$ cat src/rtl/useq_pkg.sv
package useq_pkg;

    localparam int UA_W_DEF  = 8;
    localparam int OP_W_DEF  = 6;
    localparam int OFS_W_DEF = 6;
    localparam int DISP_N    = 6;
    localparam logic [7:0] RSVD_OP_ADDR = 8'hF0;

    typedef enum logic [1:0] {
        SEQ_INC      = 2'b00,
        SEQ_DISPATCH = 2'b01,
        SEQ_FETCH    = 2'b10,
        SEQ_BRANCH   = 2'b11
    } seq_sel_e;

    typedef enum logic [1:0] {
        COND_ALWAYS = 2'b00,
        COND_OVF    = 2'b01,
        COND_IRQ    = 2'b10,
        COND_ANY    = 2'b11
    } cond_sel_e;

    typedef struct packed {
        logic [7:0] opcode;
        logic [7:0] target;
    } disp_entry_t;

    // Dispatch table contents, one entry per known opcode.
    function automatic disp_entry_t disp_entry(input int idx);
        disp_entry_t e;
        case (idx)
            0:       e = '{opcode: 8'h00, target: 8'h10};
            1:       e = '{opcode: 8'h02, target: 8'h18};
            2:       e = '{opcode: 8'h04, target: 8'h20};
            3:       e = '{opcode: 8'h0D, target: 8'h28};
            4:       e = '{opcode: 8'h23, target: 8'h30};
            5:       e = '{opcode: 8'h2B, target: 8'h38};
            default: e = '{opcode: 8'hFF, target: RSVD_OP_ADDR};
        endcase
        return e;
    endfunction

endpackage

$ cat src/rtl/useq_cond_eval.sv
module useq_cond_eval
    import useq_pkg::*;
(
    input  cond_sel_e cond_sel,
    input  logic      do_branch,
    input  logic      alu_ovf,
    input  logic      irq_pend,
    output logic      taken
);

    logic cond_true;

    always_comb begin
        unique case (cond_sel)
            COND_ALWAYS: cond_true = 1'b1;
            COND_OVF:    cond_true = alu_ovf;
            COND_IRQ:    cond_true = irq_pend;
            COND_ANY:    cond_true = alu_ovf | irq_pend;
            default:     cond_true = 1'b0;
        endcase
    end

    assign taken = do_branch & cond_true;

endmodule

$ cat src/rtl/useq_dispatch.sv
module useq_dispatch
    import useq_pkg::*;
#(
    parameter int OP_W  = OP_W_DEF,
    parameter int UA_W  = UA_W_DEF,
    parameter int N_ENT = DISP_N
) (
    input  logic [OP_W-1:0] opcode,
    output logic [UA_W-1:0] target
);

    logic [N_ENT-1:0] match;
    logic [UA_W-1:0]  ent_tgt [N_ENT];

    for (genvar i = 0; i < N_ENT; i++) begin : g_ent
        localparam disp_entry_t ENT = disp_entry(i);
        assign match[i]   = (opcode == OP_W'(ENT.opcode));
        assign ent_tgt[i] = UA_W'(ENT.target);
    end

    always_comb begin
        target = UA_W'(RSVD_OP_ADDR);
        for (int i = 0; i < N_ENT; i++) begin
            if (match[i]) target = ent_tgt[i];
        end
    end

endmodule

$ cat src/rtl/useq_next_addr.sv
module useq_next_addr
    import useq_pkg::*;
#(
    parameter int UA_W  = UA_W_DEF,
    parameter int OFS_W = OFS_W_DEF
) (
    input  seq_sel_e         seq_sel,
    input  logic             taken,
    input  logic [UA_W-1:0]  upc,
    input  logic [OFS_W-1:0] offset,
    input  logic [UA_W-1:0]  disp_tgt,
    output logic [UA_W-1:0]  ofs_ext,
    output logic [UA_W-1:0]  next_upc
);

    logic [UA_W-1:0] incr;

    if (UA_W > OFS_W) begin : g_sext
        assign ofs_ext = {{(UA_W-OFS_W){offset[OFS_W-1]}}, offset};
    end else begin : g_trunc
        assign ofs_ext = offset[UA_W-1:0];
    end

    assign incr = upc + UA_W'(1);

    always_comb begin
        if (taken) begin
            next_upc = upc + ofs_ext;
        end else begin
            unique case (seq_sel)
                SEQ_INC:      next_upc = incr;
                SEQ_DISPATCH: next_upc = disp_tgt;
                SEQ_FETCH:    next_upc = '0;
                SEQ_BRANCH:   next_upc = incr;
                default:      next_upc = incr;
            endcase
        end
    end

endmodule

$ cat src/rtl/useq_sequencer.sv
module useq_sequencer
    import useq_pkg::*;
#(
    parameter int UA_W  = UA_W_DEF,
    parameter int OP_W  = OP_W_DEF,
    parameter int OFS_W = OFS_W_DEF,
    localparam int CW_W = 5 + OFS_W
) (
    input  logic            clk,
    input  logic            rst,
    input  logic [CW_W-1:0] cw,
    input  logic [OP_W-1:0] opcode,
    input  logic            alu_ovf,
    input  logic            irq_pend,
    output logic [UA_W-1:0] upc,
    output logic            br_taken
);

    seq_sel_e         seq_sel;
    cond_sel_e        cond_sel;
    logic             do_branch;
    logic [OFS_W-1:0] offset;
    logic             taken;
    logic [UA_W-1:0]  disp_tgt;
    logic [UA_W-1:0]  ofs_ext;
    logic [UA_W-1:0]  next_upc;
    logic [UA_W-1:0]  upc_q;

    assign seq_sel   = seq_sel_e'(cw[CW_W-1 -: 2]);
    assign cond_sel  = cond_sel_e'(cw[CW_W-3 -: 2]);
    assign do_branch = cw[OFS_W];
    assign offset    = cw[OFS_W-1:0];

    useq_cond_eval i_cond (
        .cond_sel (cond_sel),
        .do_branch(do_branch),
        .alu_ovf  (alu_ovf),
        .irq_pend (irq_pend),
        .taken    (taken)
    );

    useq_dispatch #(.OP_W(OP_W), .UA_W(UA_W), .N_ENT(DISP_N)) i_disp (
        .opcode(opcode),
        .target(disp_tgt)
    );

    useq_next_addr #(.UA_W(UA_W), .OFS_W(OFS_W)) i_next (
        .seq_sel (seq_sel),
        .taken   (taken),
        .upc     (upc_q),
        .offset  (offset),
        .disp_tgt(disp_tgt),
        .ofs_ext (ofs_ext),
        .next_upc(next_upc)
    );

    always_ff @(posedge clk) begin
        if (rst) upc_q <= '0;
        else     upc_q <= next_upc;
    end

    assign upc      = upc_q;
    assign br_taken = taken;

    // reset forces the fetch address
    assert_reset_zero_R1: assert property (@(posedge clk)
        rst |=> upc == '0);

    // sequential step
    assert_step_R2: assert property (@(posedge clk) disable iff (rst)
        (seq_sel == SEQ_INC && !br_taken) |=> upc == UA_W'($past(upc) + UA_W'(1)));

    // return to fetch
    assert_fetch_R5: assert property (@(posedge clk) disable iff (rst)
        (seq_sel == SEQ_FETCH && !br_taken) |=> upc == '0);

    // untaken conditional branch falls through
    assert_fallthru_R6: assert property (@(posedge clk) disable iff (rst)
        (seq_sel == SEQ_BRANCH && !br_taken) |=> upc == UA_W'($past(upc) + UA_W'(1)));

    // overflow code follows the overflow input when enabled
    assert_cond_ovf_R7: assert property (@(posedge clk) disable iff (rst)
        (do_branch && cond_sel == COND_OVF) |-> br_taken == alu_ovf);

    // taken branch lands at the relative target
    assert_branch_R8: assert property (@(posedge clk) disable iff (rst)
        br_taken |=> upc == UA_W'($past(upc) + $past(ofs_ext)));

    // disabled branch ignores conditions
    assert_nobranch_R9: assert property (@(posedge clk) disable iff (rst)
        !do_branch |-> !br_taken);

endmodule

$ cat config.mk
export PLATFORM = sky130hd
export DESIGN_NAME = useq_sequencer
export DESIGN_NICKNAME = d
export VERILOG_FILES = /design/src/rtl/useq_pkg.sv /design/src/rtl/useq_cond_eval.sv /design/src/rtl/useq_dispatch.sv /design/src/rtl/useq_next_addr.sv /design/src/rtl/useq_sequencer.sv
export SDC_FILE = /design/constraint.sdc
export NUM_CORES = 1
export LEC_CHECK = 0
export CORE_MARGIN = 3
export CORE_UTILIZATION = 40
export DETAILED_ROUTE_END_ITERATION = 8
export GPL_ROUTABILITY_DRIVEN = 0
export MAX_ROUTING_LAYER = met4
export PLACE_DENSITY_LB_ADDON = 0.25
export REMOVE_ABC_BUFFERS = 1
export SETUP_SLACK_MARGIN = 0.2
export SKIP_CTS_REPAIR_TIMING = 1
export SYNTH_ARGS = -nofsm -noshare
export SYNTH_HDL_FRONTEND = slang
export SYNTH_SLANG_ARGS = --single-unit
$ cat constraint.sdc
create_clock -name clk -period 2.6 [get_ports clk]
set_input_delay 0.52 -clock clk [delete_from_list [all_inputs] [get_ports clk]]
set_output_delay 0.52 -clock clk [all_outputs]
set_load 0.005 [all_outputs]
# Word-level counts from Yosys, hierarchy flattened
# Index checks and enable logic that the tools add are counted.
[classes]
add_sub_neg = 2
n_eq_ne = 11
mux = 9
n_bitwise = 2
reduce_logical = 4
[ops]
columns = ["operator", "count"]
rows = [
  ["$mux 8", 7],
  ["$pmux 8 s3", 1],
  ["$eq 6x6->1 const B", 2],
  ["$add 8x1->8 const B", 1],
  ["$add 8x8->8", 1],
  ["$eq 2x2->1 const B", 4],
  ["$eq 6x2->1 const B", 1],
  ["$eq 6x3->1 const B", 1],
  ["$eq 6x4->1 const B", 1],
  ["$logic_not 6->1", 1],
  ["$eq 2x1->1 const B", 2],
  ["$logic_not 2->1", 2],
  ["$pmux 1 s4", 1],
  ["$reduce_or 2->1", 1],
  ["$and 1x1->1", 1],
  ["$or 1x1->1", 1],
]
[totals]
reg_bits = 8
in_bits = 21
output_inout_bits = 9
wordCells = 29

# Logic depth before layout (Yosys ltp)
[logic_depth]
depth_word = 9
depth_mapped = 8

# Cells and area by module
# A second synthesis with hierarchy kept.
[hier_totals]
cells_unflattened = 125
hier_area_um2 = 1024.7
[modules_own_cells]
columns = ["module", "instances", "cells_each", "area_each_um2"]
rows = [
  ["useq_next_addr", 1, 84, 655.6],
  ["useq_sequencer", 1, 16, 210.2],
  ["useq_dispatch", 1, 22, 138.9],
  ["useq_cond_eval", 1, 3, 20.0],
]

# Least setup slack after synthesis
# OpenSTA, ideal clock, no wires.
[synth_path]
path_kind = "input-to-reg"
from = "input cw[0]"
to = "register upc_q[6] (netlist: upc[6])"
arrival_ps = 1897
required_ps = 2514
setup_slack_ps = 617
stages = 8
cell_sequence = "ha_1 > inv_1 > fa_1 > nand2b_1 > a21oi_1 > o22ai_1 > xor2_1 > a211oi_1"
[synth_between]
elab_chain_len = 2
[synth_lines]
columns = ["element", "line", "rtl"]
rows = [
  ["from (decl)", "useq_sequencer.sv:11", "input logic [CW_W-1:0] cw,"],
  ["$add 8x8->8", "useq_next_addr.sv:28", "next_upc = upc + ofs_ext;"],
  ["$mux 8", "useq_next_addr.sv:27", "if (taken) begin"],
  ["to (signal assigned)", "useq_sequencer.sv:59", "else upc_q <= next_upc;"],
  ["to (decl)", "useq_sequencer.sv:27", "logic [UA_W-1:0] upc_q;"],
]
# Every way passes these cells.
# A chain may end at the register's enable or synchronous reset.

# Worst setup path in the final report
# Ends and elaborated chain as after synthesis.

==> impl_metrics.yaml <==
outcome:
  status: "finished clean"
worst_setup_path:
  end_kind: "register"
  path_delay_family: "adder cells"
  worst_setup_path_start_kind: "primary input"
  required_ps: 2780
  cp.arrival_ps: 2450
  crit_fanout: 3
  critPathBufInv: 2
  worstSetupPathType: "in -> reg"
  cpPeakStageDelay_ps: 460
  crit_chain: "clkdlybuf4s50_1 -> ha_1 -> inv_1 -> fa_1 -> nand2b_1 -> a21oi_2 -> o22ai_1 -> xor2_1 -> a211oi_1"
  cpMaxStageDelayCell: "clkdlybuf4s50_1"
global_routing:
  grt_pass1_wl_mm: 3.43
  grt_pass1_vias: 884
  overflow: 0
  grt_max_degree: 9
  grt_antenna_before_repair: 0
  grt_util_all_layers_pct: 16.8
synthesis:
  synth_cells: 109
  syn_avg_cell_area_sq_um: 8.04
  synth_flop_cell: "dfxtp_1"
  synth_area_leaders: "dfxtp_1 (18%), ha_1 (13%), xor2_1 (7.0%)"
  ys_async_sr_fraction_pct: 0
  synth_edf_count: 0
  ys_ff_latch: 8
  synth-seq-area-share_pct: 18.3
  ys_types: 35
  synth_top_cell_by_area: "dfxtp_1"
  syn_area_sq_um: 876
  yosysWarningCount: 0
  synth_top_area_share_pct: 18.3
timing:
  setup_viol: 0
  whs_ps: 634
  tightest_slew_ps: 431
  post-route-min-period_ps: 2270
  hold_violations: 0
  max_freq_ghz: 0.441
  period_share_pct: 87.2
  relSlewSlack_pct: 71.0
  setup_tns_ps: 0
  setup_slack_ps: 332
  rsz0062_at_grt: "no"
  fin_skew_ps: 3.84
  slew_violations: 0
floorplanning:
  row_count: 16
  dieArea_sq_mm: 0.00279
  die_w_microns: 52.8
  start_util_pct: 43.3
  dieHeight_microns: 52.8
  coreArea_sq_mm: 0.00202
  io_pins: 30
routing:
  vias: 903
  post_drt_wl_per_cell_microns: 12.8
  wl_mm: 2.17
  drc_errors: 0
  first_pass_iters: 4
  antenna_left: 0
  drtIter0Drc: 21
  vias_per_cell: 5.34
pwr:
  p_leak_uw: 0.000513
  ir_drop_uv: 167
  p_per_area_mw_per_mm2: 372
placement:
  port_buffers: 29
  dpl-instance-area_sq_mm: 0.00121
  dp_hpwl_mm: 1.73
  pre_cts_ws_ps: 10.0
flow_run:
  cap_viol_max_count: 0
final_layout:
  layout_common_cells: "clkdlybuf4s50_1 (28), ha_1 (9), a21oi_1 (8), dfxtp_1 (8)"
  largest_register_ffs: 8
  num_antenna_cells: 0
  drive_gt1_share_pct: 12.7
  area_growth_pct: 42.0
  final_nets: 175
  final_common_cell: "clkdlybuf4s50_1"
  final_cell_area_sq_mm: 0.00124
  nFillCells: 196
clock_tree:
  numCtsBuffers: 3
  cts_tree: "built"
  clock_path_buffers: 2
  clkSlewWorstSetupHoldPaths_ps: 60
  clock_sinks: 8
  clock_latency_ps: 260
  cts_htree_levels: 1
  root_buffer: "clkbuf_4"
worst_hold_path:
  hold_class: "reg -> reg"
==> power by group <==
part | internal (uW) | leakage [uW] | total (uW) | switching (uW)
registers | 135 | 0.0000661 | 153 | 18.2
clock network | 53.1 | 0.0000138 | 99.8 | 46.6
logic | 116 | 0.000433 | 210 | 94.0
==> per-layer routing <==
layer | part of all wire, % | track usage, %
met1 | 43 | 17.5
met2 | 49 | 31.2
met3 | 5.0 | 0.570
met4 | 2.9 | 9.36
met5 | 0 | -
==> through the flow <==
stage | utilization [%] | total power (uW) | std cells
CTS | 61.2 | 464 | 169
detailed placement | 60.1 | 363 | 166
global placement | 60.1 | 359 | 166
floorplan | - | 270 | 107
finish | 61.5 | 463 | 169
global route | 61.5 | 492 | 169
==> final timing paths <==
| kind | startpoint | to | slack, ps | cells past startpoint |
|---|---|---|---|---|
| worst max-delay path | cw[0] | upc[6] | 330 | 9 |
| worst min-delay path | upc[0] | upc[0] | 630 | 2 |
| worst max register to register | upc[0] | upc[6] | 620 | 8 |
| worst min register to register | upc[0] | upc[0] | 630 | 2 |
==> cell type report <==
type | count | area [sq um] | share of cell area (%)
multi-input cells | 94 | 693 | 55.7
repair buffers | 32 | 315 | 25.4
flip-flops and latches | 8 | 160 | 12.9
well taps | 27 | 33.8 | 2.72
clock buffers | 3 | 22.5 | 1.81
inverters | 5 | 18.8 | 1.51
==> cell usage after synthesis, drive strengths merged (3+ instances only) <==
cell and count:
nor2 7, a211oi 6, inv 5, xor2 7, ha 9, nand2b 4
xnor2 5, nand2 6, nand3 7, a21oi 11, nor2b 4, o21ai 5
a21o 3, nor3 5, dfxtp 8
==> worst min-delay path, delay by kind of cell, from the launching register on <==
family           cells  cell delay (ps)
flip-flops           1              400
AO/OA/AOI/OAI        1               60
AND/OR/NAND/NOR      1              130
==> cell families after synthesis <==
| family | share of synthesized area [%] |
|---|---|
| simple gates | 24.6 |
| compound gates | 27.0 |
| xor+xnor | 12.0 |
| fa+ha+maj | 15.1 |
| flops | 18.3 |
| buf+inv | 3.00 |
(Power assumes the default switching activity.)
